$ cat config.mk
export PLATFORM = sky130hd
export DESIGN_NAME = pwrmode_ctrl
export DESIGN_NICKNAME = d
export VERILOG_FILES = /design/src/rtl/pwrmode_pkg.sv /design/src/rtl/pwrmode_sync.sv /design/src/rtl/pwrmode_por.sv /design/src/rtl/pwrmode_fsm.sv /design/src/rtl/pwrmode_en.sv /design/src/rtl/pwrmode_ctrl.sv
export SDC_FILE = /design/constraint.sdc
export NUM_CORES = 1
export LEC_CHECK = 0
export ABC_AREA = 1
export CAP_MARGIN = 20
export CELL_PAD_IN_SITES_DETAIL_PLACEMENT = 1
export CELL_PAD_IN_SITES_GLOBAL_PLACEMENT = 2
export CORE_ASPECT_RATIO = 2
export CORE_MARGIN = 8
export CORE_UTILIZATION = 32
export CTS_CLUSTER_DIAMETER = 60
export DETAILED_ROUTE_END_ITERATION = 10
export HOLD_SLACK_MARGIN = 0.02
export PLACE_DENSITY = 0.79
export SYNTH_ARGS = -nofsm -noshare
export SYNTH_HDL_FRONTEND = slang
export SYNTH_SLANG_ARGS = --single-unit
$ cat constraint.sdc
create_clock -name clk -period 2.8 [get_ports clk]
set_clock_uncertainty 0.15 [all_clocks]
set_input_delay 0.56 -clock clk [delete_from_list [all_inputs] [get_ports clk]]
set_output_delay 0.56 -clock clk [all_outputs]
set_load 0.05 [all_outputs]
$ cat src/rtl/pwrmode_pkg.sv
package pwrmode_pkg;
   typedef enum logic [1:0] {
      MD_OFF   = 2'd0,
      MD_RUN   = 2'd1,
      MD_SLEEP = 2'd2
   } pm_mode_e;

   localparam int SYNC_BITS = 2;
   localparam int SYNC_PIN  = 0;
   localparam int SYNC_SUPV = 1;
endpackage

$ cat src/rtl/pwrmode_sync.sv
module pwrmode_sync #(
   parameter int           W       = 1,
   parameter int           STAGES  = 2,
   parameter logic [W-1:0] RST_VAL = '0
) (
   input  logic         clk,
   input  logic         rst_n,
   input  logic [W-1:0] d,
   output logic [W-1:0] q
);
   if (STAGES < 0) begin : g_bad_stages
      $error("pwrmode_sync: STAGES must not be negative");
   end

   if (STAGES == 0) begin : g_pass
      logic unused_clk_rst;
      assign unused_clk_rst = clk ^ rst_n;
      assign q = d;
   end else begin : g_chain
      logic [W-1:0] stg [STAGES];
      always_ff @(posedge clk or negedge rst_n) begin
         if (!rst_n) begin
            for (int i = 0; i < STAGES; i++) stg[i] <= RST_VAL;
         end else begin
            stg[0] <= d;
            for (int i = 1; i < STAGES; i++) stg[i] <= stg[i-1];
         end
      end
      assign q = stg[STAGES-1];
   end
endmodule

$ cat src/rtl/pwrmode_por.sv
module pwrmode_por #(
   parameter int TMO_CYCLES = 1024
) (
   input  logic clk,
   input  logic rst_n,
   input  logic supv_s,
   output logic ready_q
);
   localparam int CW = $clog2(TMO_CYCLES + 1);
   localparam logic [CW-1:0] LAST = CW'(TMO_CYCLES - 1);

   if (TMO_CYCLES < 1) begin : g_bad_tmo
      $error("pwrmode_por: TMO_CYCLES must be at least 1");
   end

   logic [CW-1:0] cnt_q;

   always_ff @(posedge clk or negedge rst_n) begin
      if (!rst_n) begin
         cnt_q   <= '0;
         ready_q <= 1'b0;
      end else if (supv_s) begin
         cnt_q   <= '0;
         ready_q <= 1'b0;
      end else if (!ready_q) begin
         if (cnt_q == LAST) ready_q <= 1'b1;
         else               cnt_q   <= cnt_q + 1'b1;
      end
   end

   assert_supv_restart_R3 : assert property (@(posedge clk) disable iff (!rst_n)
      supv_s |=> (!ready_q && cnt_q == '0));

   assert_tmo_elapsed_R2 : assert property (@(posedge clk) disable iff (!rst_n)
      $rose(ready_q) |-> ($past(cnt_q) == LAST && !$past(supv_s)));
endmodule

$ cat src/rtl/pwrmode_fsm.sv
module pwrmode_fsm
   import pwrmode_pkg::*;
(
   input  logic     clk,
   input  logic     rst_n,
   input  logic     ready,
   input  logic     pin_s,
   input  logic     shdn,
   input  logic     wr,
   input  logic     wake,
   output pm_mode_e mode_d
);
   logic     hold;
   logic     swh_q, swh_d;
   pm_mode_e mode_q;

   assign hold = pin_s | shdn;

   always_comb begin
      if (!ready)    swh_d = 1'b0;
      else if (hold) swh_d = swh_q;
      else if (wr)   swh_d = 1'b1;
      else if (wake) swh_d = 1'b0;
      else           swh_d = swh_q;
   end

   always_comb begin
      if (!ready)              mode_d = MD_OFF;
      else if (hold || swh_d)  mode_d = MD_SLEEP;
      else                     mode_d = MD_RUN;
   end

   always_ff @(posedge clk or negedge rst_n) begin
      if (!rst_n) begin
         swh_q  <= 1'b0;
         mode_q <= MD_OFF;
      end else begin
         swh_q  <= swh_d;
         mode_q <= mode_d;
      end
   end

   assert_wake_clears_R8 : assert property (@(posedge clk) disable iff (!rst_n)
      (ready && swh_q && !hold && wake && !wr) |=> (mode_q == MD_RUN));

   assert_pin_precedence_R6 : assert property (@(posedge clk) disable iff (!rst_n)
      (ready && pin_s) |=> (mode_q == MD_SLEEP && $stable(swh_q)));

   assert_write_sleeps_R4 : assert property (@(posedge clk) disable iff (!rst_n)
      (ready && wr) |=> (mode_q == MD_SLEEP));
endmodule

$ cat src/rtl/pwrmode_en.sv
module pwrmode_en
   import pwrmode_pkg::*;
#(
   parameter int NBLK = 6
) (
   input  logic            clk,
   input  logic            rst_n,
   input  pm_mode_e        mode_d,
   input  logic [NBLK-1:0] blk_req,
   input  logic            wake_cfg,
   input  logic            supv_cfg,
   input  logic            slow_cfg,
   output logic            sleep_q,
   output logic            fast_q,
   output logic            slow_q,
   output logic [NBLK-1:0] blk_q,
   output logic            wake_q,
   output logic            supv_q
);
   if (NBLK < 1) begin : g_bad_nblk
      $error("pwrmode_en: NBLK must be at least 1");
   end

   logic run, slp;
   assign run = (mode_d == MD_RUN);
   assign slp = (mode_d == MD_SLEEP);

   always_ff @(posedge clk or negedge rst_n) begin
      if (!rst_n) begin
         sleep_q <= 1'b0;
         fast_q  <= 1'b0;
         slow_q  <= 1'b0;
         wake_q  <= 1'b0;
         supv_q  <= 1'b1;
      end else begin
         sleep_q <= slp;
         fast_q  <= run;
         slow_q  <= run | (slp & slow_cfg);
         wake_q  <= (run | slp) & wake_cfg;
         supv_q  <= !slp | supv_cfg;
      end
   end

   for (genvar b = 0; b < NBLK; b++) begin : g_blk
      always_ff @(posedge clk or negedge rst_n) begin
         if (!rst_n) blk_q[b] <= 1'b0;
         else        blk_q[b] <= run & blk_req[b];
      end
   end

   assert_sleep_quiet_R10 : assert property (@(posedge clk) disable iff (!rst_n)
      sleep_q |-> (blk_q == '0 && !fast_q));
endmodule

$ cat src/rtl/pwrmode_ctrl.sv
module pwrmode_ctrl
   import pwrmode_pkg::*;
#(
   parameter int NBLK        = 6,
   parameter int TMO_CYCLES  = 1024,
   parameter int SYNC_STAGES = 2
) (
   input  logic            clk,
   input  logic            rst_n,
   input  logic            supv_low_i,
   input  logic            pin_sleep_i,
   input  logic            sleep_addr_wr_i,
   input  logic            shdn_cfg_i,
   input  logic            wake_evt_i,
   input  logic [NBLK-1:0] blk_req_i,
   input  logic            wake_cfg_i,
   input  logic            supv_cfg_i,
   input  logic            slow_osc_cfg_i,
   output logic            sleep_o,
   output logic            clk_fast_en_o,
   output logic            clk_slow_en_o,
   output logic [NBLK-1:0] blk_en_o,
   output logic            wake_en_o,
   output logic            supv_en_o
);
   localparam logic [SYNC_BITS-1:0] SYNC_RST = SYNC_BITS'(1) << SYNC_SUPV;

   logic [SYNC_BITS-1:0] raw, synced;
   logic                 pin_s, supv_s, ready;
   pm_mode_e             mode_d;

   assign raw[SYNC_PIN]  = pin_sleep_i;
   assign raw[SYNC_SUPV] = supv_low_i;
   assign pin_s  = synced[SYNC_PIN];
   assign supv_s = synced[SYNC_SUPV];

   pwrmode_sync #(.W(SYNC_BITS), .STAGES(SYNC_STAGES), .RST_VAL(SYNC_RST)) u_sync (
      .clk(clk), .rst_n(rst_n), .d(raw), .q(synced));

   pwrmode_por #(.TMO_CYCLES(TMO_CYCLES)) u_por (
      .clk(clk), .rst_n(rst_n), .supv_s(supv_s), .ready_q(ready));

   pwrmode_fsm u_fsm (
      .clk(clk), .rst_n(rst_n), .ready(ready), .pin_s(pin_s),
      .shdn(shdn_cfg_i), .wr(sleep_addr_wr_i), .wake(wake_evt_i), .mode_d(mode_d));

   pwrmode_en #(.NBLK(NBLK)) u_en (
      .clk(clk), .rst_n(rst_n), .mode_d(mode_d), .blk_req(blk_req_i),
      .wake_cfg(wake_cfg_i), .supv_cfg(supv_cfg_i), .slow_cfg(slow_osc_cfg_i),
      .sleep_q(sleep_o), .fast_q(clk_fast_en_o), .slow_q(clk_slow_en_o),
      .blk_q(blk_en_o), .wake_q(wake_en_o), .supv_q(supv_en_o));

   assert_hold_forces_sleep_R5 : assert property (@(posedge clk) disable iff (!rst_n)
      (ready && (pin_s || shdn_cfg_i)) |=> sleep_o);

   assert_clk_after_ready_R2 : assert property (@(posedge clk) disable iff (!rst_n)
      clk_fast_en_o |-> $past(ready));
endmodule

==> flow_summary.ini <==
[worst_setup_path]
buffer_and_inverter_count_on_the_worst_path = 1
timing.critical_path.fanout_max = 1
crit_type = reg -> out
worst_path_required_ns = 2.09
crit_path_max_incr_delay_ns = 0.80
endpoint_kind = output port
worstPathCellList = clkdlybuf4s50_1
setup.worst_path.start_class = register
arrival_time_at_the_worst_endpoint_ns = 1.60
cpMaxStageDelayCell = clkdlybuf4s50_1
critical_path.top_delay_family = buffers and inverters

[clocking]
clockRootBuffer = clkbuf_8
clock_sinks = 28
cts_post_setup_buffers_inserted = 0
hold_buffers = 0
ctsLongestPathBuffers = 2
clkLatencyLatePin_ns = 0.28
clock_tree.htree_level_count = 1
numCtsBuffers = 3
cts-resized-gates = 0
clk_pin_slew_worst_paths_ns = 0.09
tritoncts_clock_tree = built

[placed_design]
place.detailed.hpwl_um = 2430
routability_driven_placement_congestion_ratio = 0.765
dp_slack_ns = 0.751
place.port_buffers = 26

[power]
cellLeakagePower_nw = 0.765
largest_vdd_supply_drop_uv = 281
power_density_nw_per_um2 = 426

[global_route]
initial_antenna_violation_count = 0
grtUsageTotal_pct = 10.9
overflow = 0
grt_pass1_vias = 1136
grt_first_pass_wirelength_um = 5410
grt_start_max_net_pins = 29

[yosys]
synthDistinctLibCells = 23
synth_cells = 134
synth_fp_nets = 151
ys_warn_count = 0
avgSynthCellArea_sq_um = 9.54
seq_total_area_yosys_pct = 55.1
syn_area_sq_um = 1280
synth_largest_type_area_fraction_pct = 48.9
yosys_register_bits = 28
netlist_top_cells_area = dfrtp_1 (49%), nand3_1 (7.0%), nand2_1 (6.8%)
post-synth-top-area-cell = dfrtp_1

[die]
fp-row-count = 32
core_region_area_sq_um = 3840
die_width_um = 60.7
pin_count = 27
initial_core_utilization_pct = 33.3
die_h_um = 105
die_area_sq_um = 6400

[timing]
maxClockFrequency_mhz = 433
grt_setup_unrepaired = no
timing.slew.headroom_pct = 64.9
worst_pin_slew_ns = 0.526
final-max-slew-violation-count = 0
timing.final.crit_period_ns = 2.31
report.final.hold_viol_count = 0
finalCritPeriodShare_pct = 82.5
timing.final.setup_violations = 0
setup-tns-final_ns = 0
postLayoutSetupSlackWorst_ns = 0.489

[outcome]
status = completed

[finish]
syn2layout_area_growth_pct = 29.1
antenna_cells_inserted = 0
design.final.nets = 182
layout_cells_sized_above_1_pct = 15.2

[min_path]
holdCritPathClass = reg -> reg

[route]
drt_drc_violations_left = 0
vias_per_cell = 4.64
route.detailed.wl_per_inst_um = 14.4
drt-pass1-iter-count = 2
vias_after_detailed_routing = 997
remaining_antenna_violation_count_after_routing = 0
routed_wl_um = 3110
first_iter_violations = 11

[flow_run]
drv.max_cap_violation_count = 0
==> registers in the layout (all words and copies together) (netlist names) <==
signal	flops
u_en.fast_q	1
u_en.blk_q	6
u_sync.q	2
u_por.cnt_q	11
u_sync.g_chain.stg	2
u_fsm.swh_q	1
u_en.supv_q	1
u_en.wake_q	1
u_por.ready_q	1
u_en.slow_q	1
u_en.sleep_q	1
==> cells by family (layout without fill, tap and decap cells) <==
family                   count (synthesis)  count (layout)  share of synthesized area [%]
buffers and inverters                   23              53                           6.85
flip-flops                              28              28                           55.1
AO/OA/AOI/OAI                           15              15                           8.81
adder cells (fa/ha/maj)                  1               1                          0.978
AND/OR/NAND/NOR                         64              64                           26.2
XOR/XNOR                                 3               3                           2.06
==> Yosys cell counts, drive strengths merged <==
library cell,n
nand2,25
nand4,2
nand3b,1
xnor2,1
xor2,2
o21ai,9
o21bai,3
dfstp,3
buf,1
inv,22
ha,1
a21oi,3
nand3,21
nor2,15
dfrtp,25
==> placed cells by master (no fill, tap or decap), types with 2 or more instances in the layout <==
cell type         n
a21oi_1           3
clkbuf_8          3
clkdlybuf4s50_1  26
dfrtp_1          25
dfstp_2           3
inv_1            21
nand2_1          23
nand3_1          18
nand3_4           2
nand4_1           2
nor2_1           11
nor2_2            2
nor2_4            2
o21ai_2           8
o21bai_1          3
xor2_1            2
==> layer usage <==
metal	part of all wire (%)	vias up	GRT usage, %
li1	-	481	-
met3	5.2	5	3.41
met4	1.8	0	4.54
met1	38	492	11.3
met5	0	-	0
met2	55	19	18.9
==> area by class of cell <==
class | count | area [sq um]
clock buffers | 4 | 45.0
inverters | 22 | 82.6
well taps | 51 | 63.8
repair buffers | 27 | 268
fillers | 459 | 2190
multi-input cells | 83 | 487
flip-flops and latches | 28 | 704
==> per-stage QoR <==
stage               cell area, sq um  cells  utilization, %  total power, W  hold slack [ns]
floorplan                       1280    134               -        0.000442            0.114
global placement                1610    211            41.8        0.000476            0.186
detailed placement              1610    211            41.8        0.000479            0.203
CTS                             1650    215            42.9        0.000711            0.221
global route                    1650    215            42.9        0.000728            0.229
finish                          1650    215            42.9        0.000703            0.217
==> report_power, final <==
group          switching [W]  total (W)  internal (W)
combinational      0.0000260  0.0000526     0.0000266
clock               0.000131   0.000233      0.000102
sequential        0.00000536   0.000417      0.000412
total               0.000162   0.000703      0.000541
==> worst register-to-register path, cell delays in order, from the launching register on <==
cell and delay [ns]:
dfrtp_1 0.41, ha_1 0.24, nand2_2 0.10, nor2_4 0.18, nand3_4 0.15, nand2_4 0.16, nand3_1 0.10, o21ai_2 0.08
==> worst paths after layout <==
| kind | start | endpoint | slack, ns | depth (start not counted) |
|---|---|---|---|---|
| setup / recovery | u_en.supv_q | supv_en_o | 0.49 | 1 |
| hold / removal | u_sync.g_chain.stg[2] | u_sync.q[0] | 0.22 | 0 |
| setup reg to reg | u_por.cnt_q[0] | u_por.cnt_q[5] | 1.17 | 7 |
| hold reg to reg | u_sync.g_chain.stg[2] | u_sync.q[0] | 0.22 | 0 |
| max in group asynchronous | rst_n | u_en.supv_q | 1.68 | 2 |
| min in group asynchronous | rst_n | u_en.blk_q[0] | 0.49 | 2 |
Power figures use the tool's default switching activity.
